File: config.mk
export PLATFORM = sky130hd
export DESIGN_NAME = ea_gen
export DESIGN_NICKNAME = d
export VERILOG_FILES = /design/src/rtl/ea_pkg.sv /design/src/rtl/ea_disp_ext.sv /design/src/rtl/ea_index_scaler.sv /design/src/rtl/ea_sum.sv /design/src/rtl/ea_gen.sv
export SDC_FILE = /design/constraint.sdc
export NUM_CORES = 1
export LEC_CHECK = 0
export CORE_MARGIN = 10
export CORE_UTILIZATION = 50
export DETAILED_ROUTE_END_ITERATION = 6
export PLACE_DENSITY = 0.83
export SKIP_CTS_REPAIR_TIMING = 1
export SYNTH_ARGS = -nofsm -noshare
export SYNTH_HDL_FRONTEND = slang
export SYNTH_SLANG_ARGS = --single-unit
File: constraint.sdc
create_clock -name clk -period 7.55 [get_ports clk]
set_input_delay 1.8875 -clock clk [delete_from_list [all_inputs] [get_ports clk]]
set_output_delay 1.8875 -clock clk [all_outputs]
set_load 0.05 [all_outputs]
File: src/rtl/ea_pkg.sv
package ea_pkg;
    localparam int MODE_W = 3;

    typedef enum logic [MODE_W-1:0] {
        AM_DIRECT        = 3'd0,
        AM_INDIRECT      = 3'd1,
        AM_BASE_DISP     = 3'd2,
        AM_BASE_IDX_DISP = 3'd3,
        AM_SCALED        = 3'd4,
        AM_SCALED_DISP   = 3'd5
    } am_e;

    // Which operands take part in the sum for a given mode.
    typedef struct packed {
        logic use_base;
        logic use_index;
        logic use_scale;
        logic use_disp;
    } am_ctl_t;

    function automatic am_ctl_t am_decode(logic [MODE_W-1:0] code);
        am_ctl_t c;
        c = '0;
        case (am_e'(code))
            AM_DIRECT:        c = '{use_base: 1'b0, use_index: 1'b0, use_scale: 1'b0, use_disp: 1'b1};
            AM_INDIRECT:      c = '{use_base: 1'b1, use_index: 1'b0, use_scale: 1'b0, use_disp: 1'b0};
            AM_BASE_DISP:     c = '{use_base: 1'b1, use_index: 1'b0, use_scale: 1'b0, use_disp: 1'b1};
            AM_BASE_IDX_DISP: c = '{use_base: 1'b1, use_index: 1'b1, use_scale: 1'b0, use_disp: 1'b1};
            AM_SCALED:        c = '{use_base: 1'b1, use_index: 1'b1, use_scale: 1'b1, use_disp: 1'b0};
            AM_SCALED_DISP:   c = '{use_base: 1'b1, use_index: 1'b1, use_scale: 1'b1, use_disp: 1'b1};
            default:          c = '0;
        endcase
        return c;
    endfunction
endpackage

File: src/rtl/ea_disp_ext.sv
module ea_disp_ext #(
    parameter int W  = 32,
    parameter int NW = 8
) (
    input  logic [W-1:0] disp,
    input  logic         wide,
    output logic [W-1:0] ext
);
    logic [W-1:0] narrow;

    generate
        if (NW < W) begin : g_sext
            assign narrow = {{(W-NW){disp[NW-1]}}, disp[NW-1:0]};
        end else begin : g_pass
            assign narrow = disp;
        end
    endgenerate

    assign ext = wide ? disp : narrow;
endmodule

File: src/rtl/ea_index_scaler.sv
module ea_index_scaler #(
    parameter int W  = 32,
    parameter int SW = 2
) (
    input  logic [W-1:0]  idx,
    input  logic [SW-1:0] scale,
    input  logic          en,
    output logic [W-1:0]  scaled
);
    localparam int NSHIFT = 1 << SW;

    logic [W-1:0] cand [NSHIFT];

    generate
        for (genvar g = 0; g < NSHIFT; g++) begin : g_shift
            assign cand[g] = idx << g;
        end
    endgenerate

    assign scaled = en ? cand[scale] : idx;
endmodule

File: src/rtl/ea_sum.sv
module ea_sum #(
    parameter int W = 32
) (
    input  logic [W-1:0] a,
    input  logic [W-1:0] b,
    input  logic [W-1:0] c,
    input  logic         en_a,
    input  logic         en_b,
    input  logic         en_c,
    output logic [W-1:0] sum
);
    logic [W-1:0] ta, tb, tc;

    always_comb begin
        ta  = en_a ? a : '0;
        tb  = en_b ? b : '0;
        tc  = en_c ? c : '0;
        sum = ta + tb + tc;   // carry out of the top bit is dropped
    end
endmodule

File: src/rtl/ea_gen.sv
module ea_gen #(
    parameter int ADDR_W        = 32,
    parameter int DISP_NARROW_W = 8,
    parameter int SCALE_W       = 2
) (
    input  logic                       clk,
    input  logic                       rst,
    input  logic                       in_valid,
    input  logic [ea_pkg::MODE_W-1:0]  mode,
    input  logic [ADDR_W-1:0]          disp,
    input  logic                       disp_wide,
    input  logic [ADDR_W-1:0]          base,
    input  logic [ADDR_W-1:0]          index,
    input  logic [SCALE_W-1:0]         scale,
    output logic                       out_valid,
    output logic [ADDR_W-1:0]          ea
);
    import ea_pkg::*;

    am_ctl_t           ctl;
    logic [ADDR_W-1:0] disp_x;
    logic [ADDR_W-1:0] idx_s;
    logic [ADDR_W-1:0] sum;

    assign ctl = am_decode(mode);

    ea_disp_ext #(.W(ADDR_W), .NW(DISP_NARROW_W)) u_disp (
        .disp (disp),
        .wide (disp_wide),
        .ext  (disp_x)
    );

    ea_index_scaler #(.W(ADDR_W), .SW(SCALE_W)) u_scale (
        .idx    (index),
        .scale  (scale),
        .en     (ctl.use_scale),
        .scaled (idx_s)
    );

    ea_sum #(.W(ADDR_W)) u_sum (
        .a    (base),
        .b    (idx_s),
        .c    (disp_x),
        .en_a (ctl.use_base),
        .en_b (ctl.use_index),
        .en_c (ctl.use_disp),
        .sum  (sum)
    );

    always_ff @(posedge clk) begin
        if (rst) begin
            out_valid <= 1'b0;
            ea        <= '0;
        end else begin
            out_valid <= in_valid;
            if (in_valid) ea <= sum;
        end
    end

    p_latency_r1: assert property (@(posedge clk) disable iff (rst)
        in_valid |=> out_valid);
    p_idle_r1: assert property (@(posedge clk) disable iff (rst)
        !in_valid |=> !out_valid);
    p_direct_r2: assert property (@(posedge clk) disable iff (rst)
        (in_valid && mode == 3'd0 && disp_wide) |=> ea == $past(disp));
    p_indirect_r3: assert property (@(posedge clk) disable iff (rst)
        (in_valid && mode == 3'd1) |=> ea == $past(base));
    p_scaled_one_r6: assert property (@(posedge clk) disable iff (rst)
        (in_valid && mode == 3'd4 && scale == '0) |=> ea == $past(base) + $past(index));
    p_unused_zero_r10: assert property (@(posedge clk) disable iff (rst)
        (in_valid && mode >= 3'd6) |=> ea == '0);
    p_hold_r11: assert property (@(posedge clk) disable iff (rst)
        !in_valid |=> $stable(ea));
endmodule

# Word level (Yosys, flattened, before mapping)
# Cells that the tools add are included.
# word_totals
reg_bits	33
output_inout_bits	33
# op_classes
add_sub_neg	2
magnitude_cmp	1
n_eq_ne	5
mux	9
n_bitwise	1
reduce_logical	1
# op_table
op	count
32-bit two-way mux	7
32-bit adder	2
32-bit binary-select mux with 2-bit select	1
4-bit case mux with 6 select lines	1
3-bit by 2-bit == test with 1-bit output, second input constant	2
3-bit == test, second input constant	2
3-bit by 1-bit == test with 1-bit output, second input constant	1
3-bit >= comparator, second input constant	1
3-bit zero test	1
2-bit NOT with 3-bit output	1

# Longest topological paths before layout
# logic_depth
word_depth	8
ltp_mapped	18

# Cells and area by module
# Synthesis repeated with hierarchy kept, for this count alone.
# unflattened
cells_unflattened	711
area_unflattened_um2	5565.3
# modules_own_cells
module	n_inst	cells_per_inst	area_per_inst_um2	seq_area_each_um2
ea_sum	1	442	2950.3	0.0
ea_gen	1	113	1243.7	660.6
ea_index_scaler	1	119	904.6	0.0
ea_disp_ext	1	37	466.7	0.0

# Least setup slack after synthesis
# OpenSTA, ideal clock, no wires.
# synth_timing
path_type	input -> register
startpoint	in scale[0]
endpoint	reg ea[31]
setup_time_ns	0.144
t_arrival_ns	5.885
required_ns	7.406
path_slack_ns	1.521
path_stages	18
path_buffers	3
cell_sequence	clkbuf_1 -> buf_1 -> clkbuf_1 -> mux2i_1 -> nor3_1 -> a21oi_1 -> fa_1 -> inv_1 -> ha_1 -> fa_1 -> nand3_1 -> a211oi_1 -> o2111ai_1 -> nand3_1 -> a21bo_2 -> a2111oi_0 -> or4_1 -> o311ai_0
# synth_via
elab_chain_cells	8
# synth_lines
item	line_no	text
from (decl)	ea_gen.sv:14	input logic [SCALE_W-1:0] scale,
2-bit NOT with 3-bit output (implied by the code)	ea_index_scaler.sv:20	assign scaled = en ? cand[scale] : idx;
32-bit binary-select mux with 2-bit select	ea_index_scaler.sv:20	
32-bit two-way mux (implied by the code) (2 in series)	ea_index_scaler.sv:20	
32-bit two-way mux	ea_index_scaler.sv:20	
32-bit two-way mux	ea_sum.sv:16	tb = en_b ? b : '0;
32-bit adder (2 in series)	ea_sum.sv:18	sum = ta + tb + tc;
to (signal assigned)	ea_gen.sv:56	if (in_valid) ea <= sum;
to (decl)	ea_gen.sv:16	output logic [ADDR_W-1:0] ea
# No other way between the ends. The select of a mux whose other input is x is not followed.
# A chain may end at the register's enable or synchronous reset.

# Worst setup path after layout
# layout_timing
startpoint	in mode[1] (netlist name)
endpoint	reg ea[31]
# layout_via
elab_chain_cells	6
word_cells_on_any_way	13
classes_between	add/sub (2); eq/ne (5); mux (5); reduce/logical (1)
# layout_lines
item	line_no	text
from (decl)	ea_gen.sv:9	input logic [ea_pkg::MODE_W-1:0] mode,
3-bit == test, or another cell as far along	ea_pkg.sv:24	case (am_e'(code))
4-bit case mux with 6 select lines (*)	ea_pkg.sv:24	
32-bit two-way mux	ea_index_scaler.sv:20	
32-bit two-way mux	ea_sum.sv:16	
32-bit adder	ea_sum.sv:18	
32-bit adder (*)	ea_sum.sv:18	
# Mark *: on every way between the ends. The rest lies on a longest branch, timed or not.

==> flow_metrics.tcl <==
set metrics [dict create \
    outcome "completed" \
    setup_viol 0 \
    port_buffers 137 \
    core_area_um2 9770 \
    antenna_cells 0 \
    grt_remaining_overflow 0 \
    routedWlPerCell_um 17.7 \
    synth-edff-count 0 \
    r2r_start "ea[27]$_SDFFE_PP0P_" \
    dieArea_um2 14400 \
    arrival_ns 6.36 \
    hpwlAfterDp_um 13000 \
    path_buf_inv 3 \
    crit_chain "clkdlybuf4s50_1 -> nand2_1 -> nor2_2 -> buf_4 -> a22oi_1 -> fa_1 -> inv_1 -> fa_1 -> nand3_1 -> a211oi_1 -> o2111ai_1 -> nand3_1 -> a21bo_2 -> a2111oi_0 -> or4_1 -> o311ai_0" \
    worst_pin_slew_ns 0.930 \
    critical-path-top-delay-family "compound AO/OA/AOI/OAI gates" \
    grt_use_total 0.214 \
    cp_num_cells 16 \
    ir_drop_v 0.0000923 \
    nNetsFinal 917 \
    power_density_nw_per_um2 166 \
    gpl.final_weighted_congestion 0.910 \
    critical_path.endpoint "ea[31]$_SDFFE_PP0P_" \
    fin_crit_sh 0.822 \
    syn-cell-area_um2 5010 \
    viasPerCell 5.78 \
    crit_required_ns 7.70 \
    hold_viol 0 \
    syn_inst 635 \
    yosysMostFrequentCell "nand2_1" \
    ys_warn_count 0 \
    start_util 0.513 \
    yosys-top-cells-count "nand2_1 (96), inv_1 (61), nor2_1 (45)" \
    slew_violations 0 \
    async_reset_ff_frac 0 \
    drc_errors 0 \
    synth-main-ff-cell "dfxtp_1" \
    grt_pass1_vias 5179 \
    cap_viol_max_count 0 \
    pin_count 138 \
    clockBufferDepth 2 \
    ff2ff_path_depth 2 \
    vias 5111 \
    chipWidth_um 120 \
    first_iter_violations 321 \
    slew_headroom 0.378 \
    synth_seq_area_share 0.132 \
    placementRows 36 \
    fin_setup_tns_ns 0 \
    antenna_found_initial 0 \
    p_leak_nw 3.02 \
    reg2reg_to "ea[27]$_SDFFE_PP0P_" \
    dr.pass1.iters 5 \
    synth_area_per_cell_um2 7.90 \
    cts_tree "done" \
    min_period_ns 6.21 \
    post_dp_cell_area_um2 6490 \
    synth_cell_types 59 \
    finalInstanceArea_um2 6580 \
    crit_slowest_cell "clkdlybuf4s50_1" \
    hp-class "reg -> reg" \
    cts_root_buffer "clkbuf_8" \
    syn-num-nets 802 \
    clkSlewWorstSetupHoldPaths_ns 0.07 \
    syn_to_final_growth_pct 31.2 \
    hold_start "ea[9]$_SDFFE_PP0P_" \
    synth_top_area_frac 0.132 \
    drive_gt1_frac 0.0706 \
    rrSetupSlack_ns 6.66 \
    numCtsBuffers 5 \
    yosysTopAreaCell "dfxtp_1" \
    die_h_um 120 \
    crit_path_start_kind "input pin" \
    endpoint_kind "flip-flop" \
    drt-total-wl_um 15600 \
    grt_pass1_wl_um 25900 \
    worst_clock_skew_ns 0 \
    rsz0062_at_grt "no" \
    crit_type "in -> reg" \
    cp-startpoint "mode[1]" \
    critical_path.max_fanout 17 \
    h-tree-depth 2 \
    max_clock_freq_ghz 0.161 \
    yosys-top-cells-area "dfxtp_1 (13%), fa_1 (13%), mux4_2 (8.5%)" \
    cts_sinks 33 \
    drtAntennaViolNets 0 \
    grt_max_degree 38 \
    clk_latency_ns 0.29 \
    ys_ff_latch 33 \
    slowest_delay_ns 0.57 \
]
layout by cell type, fill, tap and decap left out, types with 4 or more instances in the layout:
cell type / count
a21o_1: 35
xor2_1: 10
a211o_1: 4
clkdlybuf4s50_1: 136
fa_1: 32
nand2_1: 96
mux4_2: 19
o22ai_1: 8
ha_1: 30
buf_4: 11
nand2b_1: 7
and2_1: 7
a21oi_1: 29
xnor2_1: 14
a22oi_1: 23
o21ai_0: 26
nand3_1: 16
clkbuf_8: 5
a211oi_1: 12
dfxtp_1: 33
o311ai_0: 5
mux2i_1: 18
inv_1: 61
nor3_1: 10
nor2_1: 44
nor2b_1: 8
worst min-delay path: stages, from the launching register on:
cell and delay (ns):
dfxtp_1 0.31, nand2_1 0.06, o22ai_1 0.06
cell type report:
type | instances | area [µm²]
fill | 855 | 3200
clock inverter | 3 | 17.5
inverter | 62 | 233
tap | 133 | 166
clock buffer | 5 | 68.8
multi-input combinational | 500 | 3980
sequential | 33 | 661
timing repair buffer | 148 | 1450
worst min-delay path by stage:
stage                          end  depth (start not counted)
4_1_cts         ea[9]$_SDFFE_PP0P_                          2
6_report        ea[9]$_SDFFE_PP0P_                          2
3_3_place_gp    ea[9]$_SDFFE_PP0P_                          2
3_5_place_dp    ea[9]$_SDFFE_PP0P_                          2
5_1_grt         ea[9]$_SDFFE_PP0P_                          2
2_1_floorplan  ea[17]$_SDFFE_PP0P_                          2
flip-flops by register name (all words and copies together), names as in the netlist:
register and cells:
out_valid 1, ea 32
per-stage QoR:
step                      hold WS, ns  std cells  setup slack, ns  power, W   util
after detailed placement        0.468        876             1.12  0.000958  0.664
final                           0.476        884             1.34   0.00109  0.673
after global routing            0.502        884             1.03   0.00118  0.673
after floorplan                 0.700        635             1.52  0.000727      -
after CTS                       0.479        884             1.39   0.00109  0.673
after global placement          0.465        876             1.20  0.000945  0.664
logic make-up (layout without fill, tap and decap cells):
| family | Yosys count | in the layout | share of synthesized area |
|---|---|---|---|
| adders and majority gates | 62 | 62 | 0.203 |
| and+or+nand+nor | 205 | 205 | 0.183 |
| xor gates and xnor gates | 25 | 25 | 0.0437 |
| buffers and inverters | 102 | 218 | 0.0766 |
| muxes | 40 | 40 | 0.128 |
| AOI/OAI and AO/OA | 168 | 168 | 0.235 |
| DFF | 33 | 33 | 0.132 |
routing by layer:
| metal | up-vias | GRT usage | part of all wire |
|---|---|---|---|
| met5 | - | 0 | 0 |
| met2 | 214 | 0.352 | 0.46 |
| li1 | 2470 | - | - |
| met4 | 0 | 0.0430 | 0.013 |
| met1 | 2411 | 0.284 | 0.44 |
| met3 | 16 | 0.0422 | 0.086 |
report_power, final:
part | internal (W) | switching, W | leakage (nW)
clock | 0.0000636 | 0.0000688 | 0.0439
combinational | 0.000304 | 0.000434 | 2.70
sequential | 0.000205 | 0.0000161 | 0.272
Power figures use the tool's default switching activity.
